## src/rtl/sacia_pkg.sv

```systemverilog
package sacia_pkg;

    localparam int STAT_W = 8;
    localparam int CMD_W  = 6;

    localparam logic [1:0] RS_DATA = 2'b00;
    localparam logic [1:0] RS_STAT = 2'b10;
    localparam logic [1:0] RS_CMD  = 2'b11;

    // command write bit positions
    localparam int CB_EN   = 0;
    localparam int CB_RXIE = 1;
    localparam int CB_TXIE = 2;
    localparam int CB_ECHO = 3;
    localparam int CB_MDIE = 4;
    localparam int CB_RTS  = 5;

    // modem line order inside the synchroniser vectors
    localparam int ML_DCD = 0;
    localparam int ML_DSR = 1;
    localparam int ML_CTS = 2;
    localparam int MODEM_LINES = 3;

    typedef struct packed {
        logic rts_on;
        logic modem_ie;
        logic echo;
        logic tx_ie;
        logic rx_ie;
        logic en;
    } cmd_t;

    typedef struct packed {
        logic tdre;
        logic rdrf;
        logic ovr;
        logic frm;
        logic par;
    } dflag_t;

    typedef struct packed {
        logic from_data;
        logic from_modem;
    } irq_src_t;

endpackage

```

## src/rtl/sacia_modem_sync.sv

```systemverilog
module sacia_modem_sync #(
    parameter int LINES  = 3,
    parameter int STAGES = 2
) (
    input  logic             clk,
    input  logic             rst_n,
    input  logic [LINES-1:0] pin_n,
    output logic [LINES-1:0] level_n,
    output logic [LINES-1:0] prev_n
);
    localparam int DEPTH = STAGES + 1;

    typedef logic [DEPTH-1:0][LINES-1:0] pipe_t;
    pipe_t pipe_d, pipe_q;

    always_comb begin
        pipe_d[0] = pin_n;
        for (int i = 1; i < DEPTH; i++) begin
            pipe_d[i] = pipe_q[i-1];
        end
    end

    always_ff @(posedge clk or negedge rst_n) begin
        if (!rst_n) pipe_q <= '1;
        else        pipe_q <= pipe_d;
    end

    assign level_n = pipe_q[STAGES-1];
    assign prev_n  = pipe_q[STAGES];

endmodule

```

## src/rtl/sacia_cmd_reg.sv

```systemverilog
module sacia_cmd_reg
    import sacia_pkg::*;
(
    input  logic             clk,
    input  logic             rst_n,
    input  logic             cmd_wr,
    input  logic             soft_rst,
    input  logic [CMD_W-1:0] wdata,
    output cmd_t             cmd
);
    cmd_t cmd_d, cmd_q;

    always_comb begin
        cmd_d = cmd_q;
        if (soft_rst) begin
            cmd_d.en       = 1'b0;
            cmd_d.rx_ie    = 1'b0;
            cmd_d.tx_ie    = 1'b0;
            cmd_d.modem_ie = 1'b0;
        end else if (cmd_wr) begin
            cmd_d.en       = wdata[CB_EN];
            cmd_d.rx_ie    = wdata[CB_RXIE];
            cmd_d.tx_ie    = wdata[CB_TXIE];
            cmd_d.echo     = wdata[CB_ECHO];
            cmd_d.modem_ie = wdata[CB_MDIE];
            cmd_d.rts_on   = wdata[CB_RTS];
        end
    end

    always_ff @(posedge clk or negedge rst_n) begin
        if (!rst_n) cmd_q <= '0;
        else        cmd_q <= cmd_d;
    end

    assign cmd = cmd_q;

endmodule

```

## src/rtl/sacia_data_flags.sv

```systemverilog
module sacia_data_flags
    import sacia_pkg::*;
(
    input  logic   clk,
    input  logic   rst_n,
    input  logic   data_rd,
    input  logic   data_wr,
    input  logic   soft_rst,
    input  logic   rx_done,
    input  logic   par_err,
    input  logic   frm_err,
    input  logic   tx_empty_evt,
    output dflag_t flags
);
    dflag_t fl_d, fl_q;
    logic   full_stays;

    always_comb begin
        fl_d       = fl_q;
        full_stays = fl_q.rdrf & ~data_rd;

        fl_d.rdrf = rx_done | full_stays;
        fl_d.ovr  = (rx_done & full_stays) | (fl_q.ovr & ~data_rd & ~soft_rst);

        if (rx_done && !full_stays) begin
            fl_d.par = par_err;
            fl_d.frm = frm_err;
        end else if (data_rd) begin
            fl_d.par = 1'b0;
            fl_d.frm = 1'b0;
        end

        fl_d.tdre = tx_empty_evt | (fl_q.tdre & ~data_wr);
    end

    always_ff @(posedge clk or negedge rst_n) begin
        if (!rst_n) begin
            fl_q      <= '0;
            fl_q.tdre <= 1'b1;
        end else begin
            fl_q <= fl_d;
        end
    end

    assign flags = fl_q;

endmodule

```

## src/rtl/sacia_irq_ctrl.sv

```systemverilog
module sacia_irq_ctrl
    import sacia_pkg::*;
(
    input  logic                   clk,
    input  logic                   rst_n,
    input  logic                   stat_rd,
    input  logic                   soft_rst,
    input  cmd_t                   cmd,
    input  logic                   rx_done,
    input  logic                   tx_empty_evt,
    input  logic [MODEM_LINES-1:0] level_n,
    input  logic [MODEM_LINES-1:0] prev_n,
    output logic                   irq_flag
);
    irq_src_t src_d, src_q;
    logic     modem_chg, cts_rise, data_ev, modem_ev;

    always_comb begin
        modem_chg = (level_n[ML_DCD] ^ prev_n[ML_DCD]) |
                    (level_n[ML_DSR] ^ prev_n[ML_DSR]);
        cts_rise  = level_n[ML_CTS] & ~prev_n[ML_CTS];

        data_ev  = cmd.en & ((rx_done & cmd.rx_ie) |
                             ((tx_empty_evt | cts_rise) & cmd.tx_ie));
        modem_ev = cmd.en & cmd.modem_ie & modem_chg;

        src_d.from_data  = data_ev | (src_q.from_data & ~stat_rd);
        src_d.from_modem = ~soft_rst & (modem_ev | (src_q.from_modem & ~stat_rd));
    end

    always_ff @(posedge clk or negedge rst_n) begin
        if (!rst_n) src_q <= '0;
        else        src_q <= src_d;
    end

    assign irq_flag = src_q.from_data | src_q.from_modem;

endmodule

```

## src/rtl/sacia_status_irq.sv

```systemverilog
module sacia_status_irq
    import sacia_pkg::*;
#(
    parameter int SYNC_STAGES = 2
) (
    input  logic              clk,
    input  logic              rst_n,
    input  logic              bus_rd,
    input  logic              bus_wr,
    input  logic [1:0]        rs,
    input  logic [CMD_W-1:0]  wdata,
    input  logic              rx_done,
    input  logic              rx_par_err,
    input  logic              rx_frm_err,
    input  logic              tx_empty_evt,
    input  logic              dcd_n,
    input  logic              dsr_n,
    input  logic              cts_n,
    output logic [STAT_W-1:0] status,
    output logic              irq_n,
    output logic              dtr_n,
    output logic              rts_n,
    output logic              tx_run
);
    logic data_rd, data_wr, stat_rd, soft_rst, cmd_wr;
    logic [MODEM_LINES-1:0] pins_n, level_n, prev_n;
    cmd_t   cmd;
    dflag_t flags;
    logic   irq_flag;

    always_comb begin
        data_rd  = bus_rd & (rs == RS_DATA);
        data_wr  = bus_wr & (rs == RS_DATA);
        stat_rd  = bus_rd & (rs == RS_STAT);
        soft_rst = bus_wr & (rs == RS_STAT);
        cmd_wr   = bus_wr & (rs == RS_CMD);
    end

    always_comb begin
        pins_n         = '1;
        pins_n[ML_DCD] = dcd_n;
        pins_n[ML_DSR] = dsr_n;
        pins_n[ML_CTS] = cts_n;
    end

    sacia_modem_sync #(
        .LINES  (MODEM_LINES),
        .STAGES (SYNC_STAGES)
    ) u_sync (
        .clk     (clk),
        .rst_n   (rst_n),
        .pin_n   (pins_n),
        .level_n (level_n),
        .prev_n  (prev_n)
    );

    sacia_cmd_reg u_cmd (
        .clk      (clk),
        .rst_n    (rst_n),
        .cmd_wr   (cmd_wr),
        .soft_rst (soft_rst),
        .wdata    (wdata),
        .cmd      (cmd)
    );

    sacia_data_flags u_flags (
        .clk          (clk),
        .rst_n        (rst_n),
        .data_rd      (data_rd),
        .data_wr      (data_wr),
        .soft_rst     (soft_rst),
        .rx_done      (rx_done),
        .par_err      (rx_par_err),
        .frm_err      (rx_frm_err),
        .tx_empty_evt (tx_empty_evt),
        .flags        (flags)
    );

    sacia_irq_ctrl u_irq (
        .clk          (clk),
        .rst_n        (rst_n),
        .stat_rd      (stat_rd),
        .soft_rst     (soft_rst),
        .cmd          (cmd),
        .rx_done      (rx_done),
        .tx_empty_evt (tx_empty_evt),
        .level_n      (level_n),
        .prev_n       (prev_n),
        .irq_flag     (irq_flag)
    );

    always_comb begin
        status = {irq_flag, level_n[ML_DSR], level_n[ML_DCD],
                  flags.tdre, flags.rdrf, flags.ovr, flags.frm, flags.par};
        irq_n  = ~irq_flag;
        dtr_n  = ~cmd.en;
        tx_run = cmd.en;
        rts_n  = ~(cmd.echo | cmd.rts_on);
    end

endmodule

```

## config.mk

```make
export PLATFORM = sky130hd
export DESIGN_NAME = sacia_status_irq
export DESIGN_NICKNAME = d
export VERILOG_FILES = /design/src/rtl/sacia_pkg.sv /design/src/rtl/sacia_modem_sync.sv /design/src/rtl/sacia_cmd_reg.sv /design/src/rtl/sacia_data_flags.sv /design/src/rtl/sacia_irq_ctrl.sv /design/src/rtl/sacia_status_irq.sv
export SDC_FILE = /design/constraint.sdc
export NUM_CORES = 1
export LEC_CHECK = 0
export ABC_AREA = 1
export BUFFER_PORTS_ARGS = -buffer_cell sky130_fd_sc_hd__buf_2
export CORE_ASPECT_RATIO = 1.1
export CORE_UTILIZATION = 51
export DETAILED_ROUTE_END_ITERATION = 8
export GPL_ROUTABILITY_DRIVEN = 0
export PLACE_DENSITY_LB_ADDON = 0.15
export SKIP_CTS_REPAIR_TIMING = 1
export SLEW_MARGIN = 40
export SYNTH_ARGS = -nofsm -noshare
export SYNTH_HDL_FRONTEND = slang
export SYNTH_SLANG_ARGS = --single-unit
```

## constraint.sdc

```tcl
create_clock -name clk -period 2.3 [get_ports clk]
set_input_delay 0.115 -clock clk [delete_from_list [all_inputs] [get_ports clk]]
set_output_delay 0.115 -clock clk [all_outputs]
set_load 0.05 [all_outputs]
```

Word-level counts from Yosys, hierarchy flattened
Cells that the tools add are included. Widths: inputs -> output; s select.

Logic and storage cells: 68. Input bits: 19. Flip-flop bits (word level): 22. Output and inout port bits: 12.

Reduce and logical (&&, ||, !) cells: 6. Muxes and demuxes: 5. Equality and inequality tests: 2. Bitwise operators: 39.

Operator list (number): $and 1x1->1 (19); $or 1x1->1 (10); $not 1->1 (8); $mux 5 (1); $eq 2x2->1 const B (2); $mux 2 (2); $reduce_bool 2->1 (2); $mux 3 (1); $logic_not 2->1 (1); $reduce_and 2->1 (1); $xor 1x1->1 (2); $logic_and 1x1->1 (1); $logic_not 1->1 (1); $mux 1 (1).

Longest topological paths before layout
Gate-level depths: netlist of the first run.

Depth after elaboration: 7. Gate-level depth with buffers: 6.

Hierarchy
Synthesis of the first run repeated with hierarchy kept, for this count alone.

Cell total of the unflattened synthesis: 105. Area, all modules: 944.7 µm².

Modules (own cells, without submodules): sacia_modem_sync (instances 1, area an instance 259.0 µm², cells an instance 12); sacia_cmd_reg (instances 1, area an instance 257.7 µm², cells an instance 28); sacia_data_flags (instances 1, area an instance 205.2 µm², cells an instance 21); sacia_irq_ctrl (instances 1, area an instance 158.9 µm², cells an instance 28); sacia_status_irq (instances 1, area an instance 63.8 µm², cells an instance 16).

Least setup slack after synthesis of the first run
Ideal clock, no wire load.

Path kind: register to output. Start: register u_irq.src_q[0] (netlist name). End: output port status[7]. Path buffers: 1. Setup slack: 0.835 ns. Arrival time: 1.350 ns. Stages on the path, launching flop included: 4. Path through: dfrtp_1 -> nor2_1 -> inv_1 -> buf_4.

Cells in the longest elaborated chain, start to end: 1.

RTL lines: from (decl) (line sacia_irq_ctrl.sv:15) `irq_src_t src_d, src_q;`; from (signal assigned) (line sacia_irq_ctrl.sv:33) `else src_q <= src_d;`; $or 1x1->1 (line sacia_irq_ctrl.sv:36) `assign irq_flag = src_q.from_data | src_q.from_modem;`; to (decl) (line sacia_status_irq.sv:19) `output logic [STAT_W-1:0] status,`.

No other way between the ends.

Worst setup path in the final report of the first run
Start: register u_sync.pipe_q, in the netlist u_sync.level_n[1]. End: output port status[6].

RTL lines: from (decl) (line sacia_modem_sync.sv:14) `pipe_t pipe_d, pipe_q;`; from (signal assigned) (line sacia_modem_sync.sv:25) `else pipe_q <= pipe_d;`.

No word-level cell between the ends.

==> reports/metrics.yaml, run 1 <==
sta:
  fmax_ghz: 0.796
  fin_skew_ps: 5.77
  slew_headroom_pct: 69.9
  rsz0062_at_grt: "no"
  tns_ps: 0
  period_minus_slack_ps: 1260
  finalCritPeriodShare_pct: 54.6
  drv_slew: 0
  hold_ws_ps: 3.18
  setup_viol: 0
  hold_viol_final: 0
  tightestPinTransition_ps: 452
yosys:
  netlist_area_um2: 911
  synth_edf_count: 0
  yosys.area_share.xor_xnor_pct: 0
  ys_top_cells_by_count: "nand2_1, inv_1, dfrtp_1, dfstp_2, nand3_1"
  ys_async_sr_fraction_pct: 100
  synth_compound_area_share_pct: 4.67
  synthAdderAreaFrac_pct: 0
  synthFlopType: "dfrtp_1"
  synth_top_area_share_pct: 33.0
  synth_top_family_by_area: "simple AND/OR/NAND/NOR gates"
  yosys-mux-area-fraction_pct: 0
  yosysMostFrequentCell: "nand2_1"
  ys_top_cells_by_area: "dfrtp_1, dfstp_2, nand2_1"
  yosysUniqueCellTypes: 16
  yosys.area_share.simple_pct: 23.1
  synth_seq_cells: 22
  syn_nets: 114
  synth_top_cell_by_area: "dfrtp_1"
  ys_seq_area_share_pct: 61.8
  avgSynthCellArea_um2: 9.59
  synth_warnings: 0
  synth_cells: 95
routing:
  via_per_inst: 4.66
  vias: 680
  antenna_left: 0
  wl_um: 1400
  drc: 0
  firstDrtPassIters: 5
  wl_per_cell_um: 9.55
  drt_iter0_markers: 7
power_and_ir_drop:
  internal-power_w: 0.000629
  p_leak_nw: 0.623
  p_per_area_nw_per_um2: 831
  seq_power_share_pct: 48.0
  peakVddDrop_v: 0.000544
  p_sw_w: 0.000315
  combPwrFrac_pct: 25.5
  power.share.switching_pct: 33.4
  clockPowerShare_pct: 26.5
  p_total_w: 0.000944
global_routing:
  grt_pass1_vias: 544
  grt_pass1_wl_um: 2160
  grt-ovfl-total: 0
  antenna_found_initial: 0
  grt_max_degree: 23
  grt_use_total_pct: 15.3
die:
  die_h_um: 46.3
  core_um2: 1610
  dieArea_um2: 1960
  io_pins: 31
  die_x_um: 42.3
  initial_core_util_pct: 56.4
  rows: 15
worst_setup_path:
  path_cells: "buf_2"
  crit_family: "flip-flops"
  cp-start-kind: "register"
  worstSetupPathType: "register to output port"
  crit_path_top_delay_cell: "dfstp_2"
  path_buf_inv: 1
  end_kind: "output port"
  cp_data_required_time_ps: 2180
  arrival_ps: 1140
  cpPeakStageDelay_ps: 570
  r2r_slack_ps: 1320
  cp_max_fo: 4
cells_and_area:
  fin_cells: 146
  nNetsFinal: 149
  area_growth_pct: 24.7
  design_area_um2: 1140
  antenna_cells: 0
  fillCellCount: 138
  final_layout_size_suffix_gt1_share_pct: 38.0
clocking:
  cts_buffers: 3
  path_clk_slew_ps: 120
  clkLatencyLatePin_ps: 310
  cts_tree: "yes"
  cts_sinks: 22
  cts-root-buf: "clkbuf_4"
  cts.path.max_buffers: 2
  h-tree-depth: 1
placed_design:
  place_inst: 138
  placed_cell_area_um2: 1050
  io_buffer_count: 30
  hpwlAfterDp_um: 1010
outcome:
  status: "finished, final reports clean"
hold_path:
  hold_path.class: "input port to register"
flow_run:
  cap_violations: 0
==> layout make-up <==
type,instances,area [µm²],share of cell area (%)
Sequential cell,22,563,49.6
Tap cell,17,21.3,1.87
Timing Repair Buffer,34,190,16.7
Multi-Input combinational cell,54,253,22.2
Clock buffer,4,47.5,4.19
Inverter,15,61.3,5.40
==> state kept, by name, indices dropped and copies added, names as in the netlist <==
| register | count |
|---|---|
| u_cmd.cmd | 6 |
| u_sync.pipe_d | 3 |
| u_flags.flags | 5 |
| u_irq.src_q | 2 |
| u_sync.level_n | 3 |
| u_sync.prev_n | 3 |
==> power groups by stage <==
stage               registers (W)  logic [W]  clock network (W)
floorplan                0.000502   0.000144                  0
global placement         0.000459   0.000236                  0
detailed placement       0.000460   0.000238                  0
CTS                      0.000453   0.000239           0.000253
global route             0.000457   0.000261           0.000266
finish                   0.000453   0.000241           0.000250
==> logic make-up after synthesis <==
kind of cell    count (synthesis)
flops                          22
buf+inv                        19
compound gates                  7
simple gates                   47
==> placed cells by master (no fill, tap or decap), drive strengths merged <==
master       Yosys  routed
a21oi            1       1
buf              4      30
clkbuf           0       4
dfrtp           12      12
dfstp           10      10
dlygate4sd3      0       4
inv             15      15
nand2           33      33
nand3           11      11
nor2             3       3
o21ai            5       5
o22ai            1       1
==> path summary, 6_finish.rpt <==
check	start	to	depth (start not counted)
setup / recovery	u_sync.level_n[1]	status[6]	1
hold reg to reg	u_sync.pipe_d[4]	u_sync.level_n[1]	0
max in group asynchronous	rst_n	u_sync.pipe_d[5]	2
min in group asynchronous	rst_n	u_irq.src_q[1]	2
hold / removal	tx_empty_evt	u_flags.flags[4]	3
setup reg to reg	u_sync.level_n[2]	u_irq.src_q[1]	6
==> layer usage <==
layer | global-route usage (%) | part of all wire (%) | up-vias | wire [µm]
li1 | - | - | 357 | -
met1 | 18.5 | 48 | 296 | 676
met2 | 25.2 | 45 | 23 | 622
met3 | 3.53 | 5.0 | 4 | 70
met4 | 9.38 | 1.8 | 0 | 25
met5 | 0 | 0 | - | 0
==> per-stage QoR <==
| stage | setup slack, ps | utilization (%) |
|---|---|---|
| final | 1040 | 70.4 |
| after global routing | 1000 | 70.4 |
| after CTS | 1040 | 67.9 |
| after detailed placement | 1330 | 65.0 |
| after global placement | 1340 | 65.0 |
| after floorplan | 835 | - |
(Power assumes the default switching activity.)
==> run 2: changes to the inputs <==
CORE_UTILIZATION = 47   (was 51)
clock period = 1.3 ns   (was 2.3 ns; I/O delays follow)
==> run 2 against run 1 <==
  * The flow now finishes with violations (hold timing)
  * Count of clock-buffer cells in the layout unchanged
  * Cell count up 2.1%
  * Worst hold slack worse by 19 ps
  * First-iteration DRC count is 14% lower
  * Final area rose by 1.1%
  * Sequential share of layout area shrank 0.54 points
  * Critical path type unchanged
==> reports/metrics.yaml, run 2 (synthesis results as in run 1) <==
worst_setup_path:
  r2r_end: "u_irq.src_q[1]"  # unchanged
  reg2reg_depth: 6  # unchanged
  crit_path_top_delay_cell: "dfstp_2"  # unchanged
  cpPeakStageDelay_ps: 560  # was 570 ps
  crit_family: "flip-flops"  # unchanged
  r2r_start: "u_sync.level_n[2]"  # unchanged
  cp_data_required_time_ps: 1240  # was 2180 ps
  worstSetupPathType: "register to output port"  # unchanged
  arrival_ps: 1120  # was 1140 ps
  cp_max_fo: 4  # unchanged
  end_kind: "output port"  # unchanged
  cp-start-kind: "register"  # unchanged
  path_cells: "buf_2"  # unchanged
  path_buf_inv: 1  # unchanged
  r2r_slack_ps: 330  # was 1320 ps
cells_and_area:
  largest_reg_flops: 6  # unchanged
  final_layout_size_suffix_gt1_share_pct: 38.2  # was 38.0%
  design_area_um2: 1150  # was 1140 µm²
  area_growth_pct: 26.1  # was 24.7%
  final_common_cell: "nand2_1"  # unchanged
  seqCellArea_um2: 563  # unchanged
  fin_cells: 149  # was 146
  mostFrequentLayoutCells: "nand2_1, buf_2, inv_1, dfrtp_1"  # unchanged
  fillCellCount: 160  # was 138
  antenna_cells: 0  # unchanged
  nNetsFinal: 151  # was 149
  multi_input_area_um2: 255  # was 253 µm²
power_and_ir_drop:
  power.share.switching_pct: 34.2  # was 33.4%
  p_per_area_nw_per_um2: 1390  # was 831 nW/µm²
  peakVddDrop_v: 0.000903  # was 0.000544 V
  combPwrFrac_pct: 27.2  # was 25.5%
  p_leak_nw: 0.627  # was 0.623 nW
  seq_power_share_pct: 50.2  # was 48.0%
  p_sw_w: 0.000547  # was 0.000315 W
  clockPowerShare_pct: 22.6  # was 26.5%
  internal-power_w: 0.00105  # was 0.000629 W
die:
  io_pins: 31  # unchanged
  rows: 16  # was 15
  core_um2: 1800  # was 1610 µm²
  dieArea_um2: 2120  # was 1960 µm²
  initial_core_util_pct: 50.6  # was 56.4%
  die_x_um: 44.0  # was 42.3 µm
  die_h_um: 48.2  # was 46.3 µm
global_routing:
  grt_use_total_pct: 13.7  # was 15.3%
  grt-ovfl-total: 0  # unchanged
  antenna_found_initial: 0  # unchanged
  grt_pass1_vias: 527  # was 544
  grt_max_degree: 23  # unchanged
  grt_pass1_wl_um: 2080  # was 2160 µm
sta:
  fmax_ghz: 0.846
  fin_skew_ps: 2.24  # was 5.77 ps
  hold_ws_ps: -15.6  # was 3.18 ps
  hold_viol_final: 3  # was 0
  period_minus_slack_ps: 1180
  setup_ws_ps: 118  # was 1040 ps
  drv_slew: 0  # unchanged
  tightestPinTransition_ps: 458  # was 452 ps
  tns_ps: 0  # unchanged
  finalCritPeriodShare_pct: 91.0
  rsz0062_at_grt: "no"  # unchanged
  setup_viol: 0  # unchanged
  slew_headroom_pct: 69.5  # was 69.9%
routing:
  m1WireLength_um: 659  # was 676 µm
  drt_iter0_markers: 6  # was 7
  wl_um: 1440  # was 1400 µm
  firstDrtPassIters: 6  # was 5
  dr.max_layer_used: "met4"  # unchanged
  antenna_left: 0  # unchanged
  drc: 0  # unchanged
  via_per_inst: 4.54  # was 4.66
  vias: 677  # was 680
  wl_per_cell_um: 9.63  # was 9.55 µm
  wl_met2_um: 691  # was 622 µm
  wl_met3_um: 70  # unchanged
outcome:
  status: "finished with violations"  # was finished, final reports clean
  violations: "hold timing"
placed_design:
  hpwlAfterDp_um: 1090  # was 1010 µm
  place_inst: 139  # was 138
  placed_cell_area_um2: 1050  # about the same
  post-place-ws_ps: 334  # was 1330 ps
  io_buffer_count: 30  # unchanged
clocking:
  cts_sinks: 22  # unchanged
  cts-root-buf: "clkbuf_4"  # unchanged
  clkLatencyLatePin_ps: 290  # was 310 ps
  path_clk_slew_ps: 120  # about the same
  cts_tree: "yes"  # unchanged
  cts_buffers: 3  # unchanged
  h-tree-depth: 1  # unchanged
  cts.path.max_buffers: 2  # unchanged
hold_path:
  hold_path_depth: 3  # unchanged
  min_from: "wdata[1]"  # was tx_empty_evt
  hold_path.class: "input port to register"  # unchanged
  hold_path_end: "u_cmd.cmd[1]"  # was u_flags.flags[4]
flow_run:
  cap_violations: 0  # unchanged
==> run 2: changes by cell type in the layout (fill, tap and decap cells not counted) <==
cell | previous run | this run
clkbuf_8 | 0 | 1
dlygate4sd3_1 | 4 | 6
clkbuf_16 | 1 | 0
nor2_2 | 0 | 1
nor2_1 | 3 | 2
==> run 2: power by group through the flow <==
stage	registers, W	logic, W	clock network, W
final	0.000804	0.000435	0.000361
after global routing	0.000814	0.000467	0.000397
after CTS	0.000806	0.000424	0.000373
after detailed placement	0.000818	0.000423	0
after global placement	0.000816	0.000419	0
after floorplan	0.000890	0.000258	0
==> run 2: worst max path at each step <==
| stage | startpoint | end | cells past startpoint |
|---|---|---|---|
| finish | u_sync.level_n[0] | status[5] | 1 |
| CTS | u_sync.level_n[0] | status[5] | 1 |
| global placement | u_sync.level_n[1] | u_irq.src_q[0] | 6 |
| detailed placement | u_sync.level_n[1] | u_irq.src_q[0] | 6 |
| floorplan | u_cmd.cmd[0] | u_cmd.cmd[0] | 2 |
| global route | u_sync.level_n[0] | status[5] | 1 |
==> run 2: cell type report <==
class	instances	area share, %
clock buffers	4	3.16
repair buffers	36	18.3
well taps	18	1.96
inverters	15	5.34
flip-flops and latches	22	49.0
multi-input cells	54	22.2
==> run 2: stage by stage <==
step,power [W],utilization [%]
global placement,0.00123,58.4
finish,0.00160,63.7
CTS,0.00160,60.4
floorplan,0.00115,-
detailed placement,0.00124,58.4
global route,0.00168,63.7
==> run 2: worst reg2reg max path, delay by kind of cell (launching register included) <==
| kind | cells | cell delay [ps] |
|---|---|---|
| compound gates | 1 | 130 |
| buf+inv | 1 | 30 |
| flops | 1 | 550 |
| simple gates | 4 | 210 |
==> run 2: routing by layer <==
layer  vias up  GRT usage (%)
li1        361              -
met1       294           18.6
met2        20           21.5
met3         2           2.59
met4         0           7.27
met5         -              0
==> run 3: changes to the inputs <==
CORE_UTILIZATION = 48   (was 47)
SYNTH_HIERARCHICAL = 1   (was default)
==> run 3 against run 2 <==
  * The run still ends with hold timing left
  * Wire length up 23%
  * Maximum frequency fell by 1.8%
  * Synthesized cell count up 11%
  * Sequential cell count did not move
==> reports/metrics.yaml, run 3 <==
yosys:
  syn_nets: 124  # was 114
  synth_seq_cells: 22  # unchanged
  netlist_area_um2: 945  # was 911 µm²
  synth_top_area_share_pct: 31.8  # was 33.0%
  synth_edf_count: 0  # unchanged
  ys_async_sr_fraction_pct: 100  # unchanged
  yosysUniqueCellTypes: 16  # unchanged
  synth_top_cell_by_area: "dfrtp_1"  # unchanged
  avgSynthCellArea_um2: 9.00  # was 9.59 µm²
  ys_top_cells_by_area: "dfrtp_1, dfstp_2, nand2_1"  # unchanged
  synth_warnings: 6  # was 0
  ys_seq_area_share_pct: 59.6  # was 61.8%
  ys_top_cells_by_count: "nand2_1, inv_1, dfrtp_1, dfstp_2, nand3_1"  # unchanged
  yosysMostFrequentCell: "nand2_1"  # unchanged
  synth_cells: 105  # was 95
  synthFlopType: "dfrtp_1"  # unchanged
die:
  rows: 16  # unchanged
  initial_core_util_pct: 51.9  # was 50.6%
  die_x_um: 44.3  # was 44.0 µm
  io_pins: 31  # unchanged
  dieArea_um2: 2150  # was 2120 µm²
  core_um2: 1820  # was 1800 µm²
  die_h_um: 48.5  # was 48.2 µm
cells_and_area:
  final_layout_size_suffix_gt1_share_pct: 36.3  # was 38.2%
  largest_reg_flops: 6  # unchanged
  antenna_cells: 0  # unchanged
  nNetsFinal: 166  # was 151
  area_growth_pct: 34.7  # was 26.1%
  mostFrequentLayoutCells: "nand2_1, buf_2, inv_1, dfrtp_1, dlygate4sd3_1"  # was nand2_1, buf_2, inv_1, dfrtp_1
  final_common_cell: "nand2_1"  # unchanged
  final_util_pct: 69.8  # was 63.7%
worst_setup_path:
  end_kind: "output port"  # unchanged
  path_cells: "or2_4 > inv_2 > buf_8"  # was buf_2
  path_buf_inv: 2  # was 1
  cp_data_required_time_ps: 1240  # about the same
  startpoint: "u_irq/src_q[1]"  # was u_sync.level_n[0]
  arrival_ps: 1140  # was 1120 ps
  cp-start-kind: "register"  # unchanged
  r2r_start: "u_sync/level_n[0]"  # was u_sync.level_n[2]
  cpPeakStageDelay_ps: 390  # was 560 ps
  cp_max_fo: 2  # was 4
  crit_path_top_delay_cell: "dfrtp_1"  # was dfstp_2
  crit_family: "flip-flops"  # unchanged
  worstSetupPathType: "register to output port"  # unchanged
global_routing:
  grt_use_total_pct: 16.3  # was 13.7%
  grt_pass1_vias: 655  # was 527
  grt_max_degree: 23  # unchanged
  grt-ovfl-total: 0  # unchanged
  grt_pass1_wl_um: 2570  # was 2080 µm
  antenna_found_initial: 0  # unchanged
placed_design:
  hpwlAfterDp_um: 1270  # was 1090 µm
  io_buffer_count: 30  # unchanged
outcome:
  status: "finished with violations"  # unchanged
  violations: "hold timing"  # unchanged
sta:
  fmax_ghz: 0.830  # was 0.846 GHz
  hold_viol_final: 1  # was 3
  hold_ws_ps: -0.333  # was -15.6 ps
  period_minus_slack_ps: 1200  # was 1180 ps
  setup_viol: 0  # unchanged
  finalCritPeriodShare_pct: 92.7  # was 91.0%
  slew_headroom_pct: 68.6  # was 69.5%
  drv_slew: 0  # unchanged
  fin_skew_ps: 3.02  # was 2.24 ps
  tightestPinTransition_ps: 472  # was 458 ps
  rsz0062_at_grt: "no"  # unchanged
  tns_ps: 0  # unchanged
routing:
  antenna_left: 0  # unchanged
  drt_iter0_markers: 6  # unchanged
  wl_per_cell_um: 10.2  # was 9.63 µm
  via_per_inst: 4.30  # was 4.54
  drc: 0  # unchanged
  vias: 744  # was 677
  firstDrtPassIters: 2  # was 6
  wl_um: 1770  # was 1440 µm
power_and_ir_drop:
  peakVddDrop_v: 0.00102  # was 0.000903 V
  p_per_area_nw_per_um2: 1430  # was 1390 nW/µm²
  p_leak_nw: 0.702  # was 0.627 nW
hold_path:
  min_from: "wdata[3]"  # was wdata[1]
  hold_path.class: "input port to register"  # unchanged
clocking:
  cts_sinks: 22  # unchanged
  cts_tree: "yes"  # unchanged
  cts.path.max_buffers: 2  # unchanged
  path_clk_slew_ps: 120  # about the same
  cts-root-buf: "clkbuf_4"  # unchanged
  clkLatencyLatePin_ps: 300  # was 290 ps
  h-tree-depth: 1  # unchanged
  cts_buffers: 3  # unchanged
flow_run:
  cap_violations: 0  # unchanged
-- run 3: cell type report --
class	count	area [µm²]
multi-input combinational	60	275
tap	27	33.8
fill	153	549
clock buffer	3	22.5
timing repair buffer	42	280
inverter	18	67.6
clock inverter	1	30.0
sequential	22	563
-- run 3: cells by family after synthesis --
group | share of synthesized area [%]
simple gates | 24.9
buf+inv | 11.5
flops | 59.6
compound gates | 3.97
-- run 3: worst reg2reg max path: cells and delay by family (launching register included) --
kind,cells,cell delay (ps)
buffers and inverters,1,40
AO/OA/AOI/OAI,1,100
AND/OR/NAND/NOR,4,210
flip-flops,1,570
-- run 3: path summary, 6_finish.rpt --
check | cells past startpoint | slack [ps] | end
worst min register to register | 0 | 360 | u_sync/level_n[0]
worst max register to register | 6 | 310 | u_irq/src_q[0]
worst max-delay path | 3 | 100 | irq_n
min in group asynchronous | 2 | 240 | u_cmd/cmd[1]
max in group asynchronous | 2 | 710 | u_sync/pipe_d[5]
worst min-delay path | 3 | -0.3 | u_cmd/cmd[3]
-- run 3: through the flow --
stage	cell area [µm²]	total power [W]	std cells	worst slack, ps
3_3_place_gp	1090	0.00125	158	262
3_5_place_dp	1090	0.00126	158	204
4_1_cts	1150	0.00178	162	-68.2
2_1_floorplan	945	0.00116	105	186
6_report	1270	0.00182	173	95.5
5_1_grt	1270	0.00192	173	39.7
-- run 3: power by group --
group | switching [W] | total (W) | internal, W
registers | 0.0000395 | 0.000807 | 0.000768
logic | 0.000338 | 0.000510 | 0.000173
clock network | 0.000195 | 0.000506 | 0.000312
total | 0.000572 | 0.00182 | 0.00125
-- run 3: routing by layer --
layer / track usage (%) / vias up / routed length, µm
met2: 27.9 / 19 / 954
met5: 0 / - / 0
li1: - / 391 / -
met3: 3.36 / 2 / 46
met1: 18.8 / 332 / 753
met4: 7.58 / 0 / 11
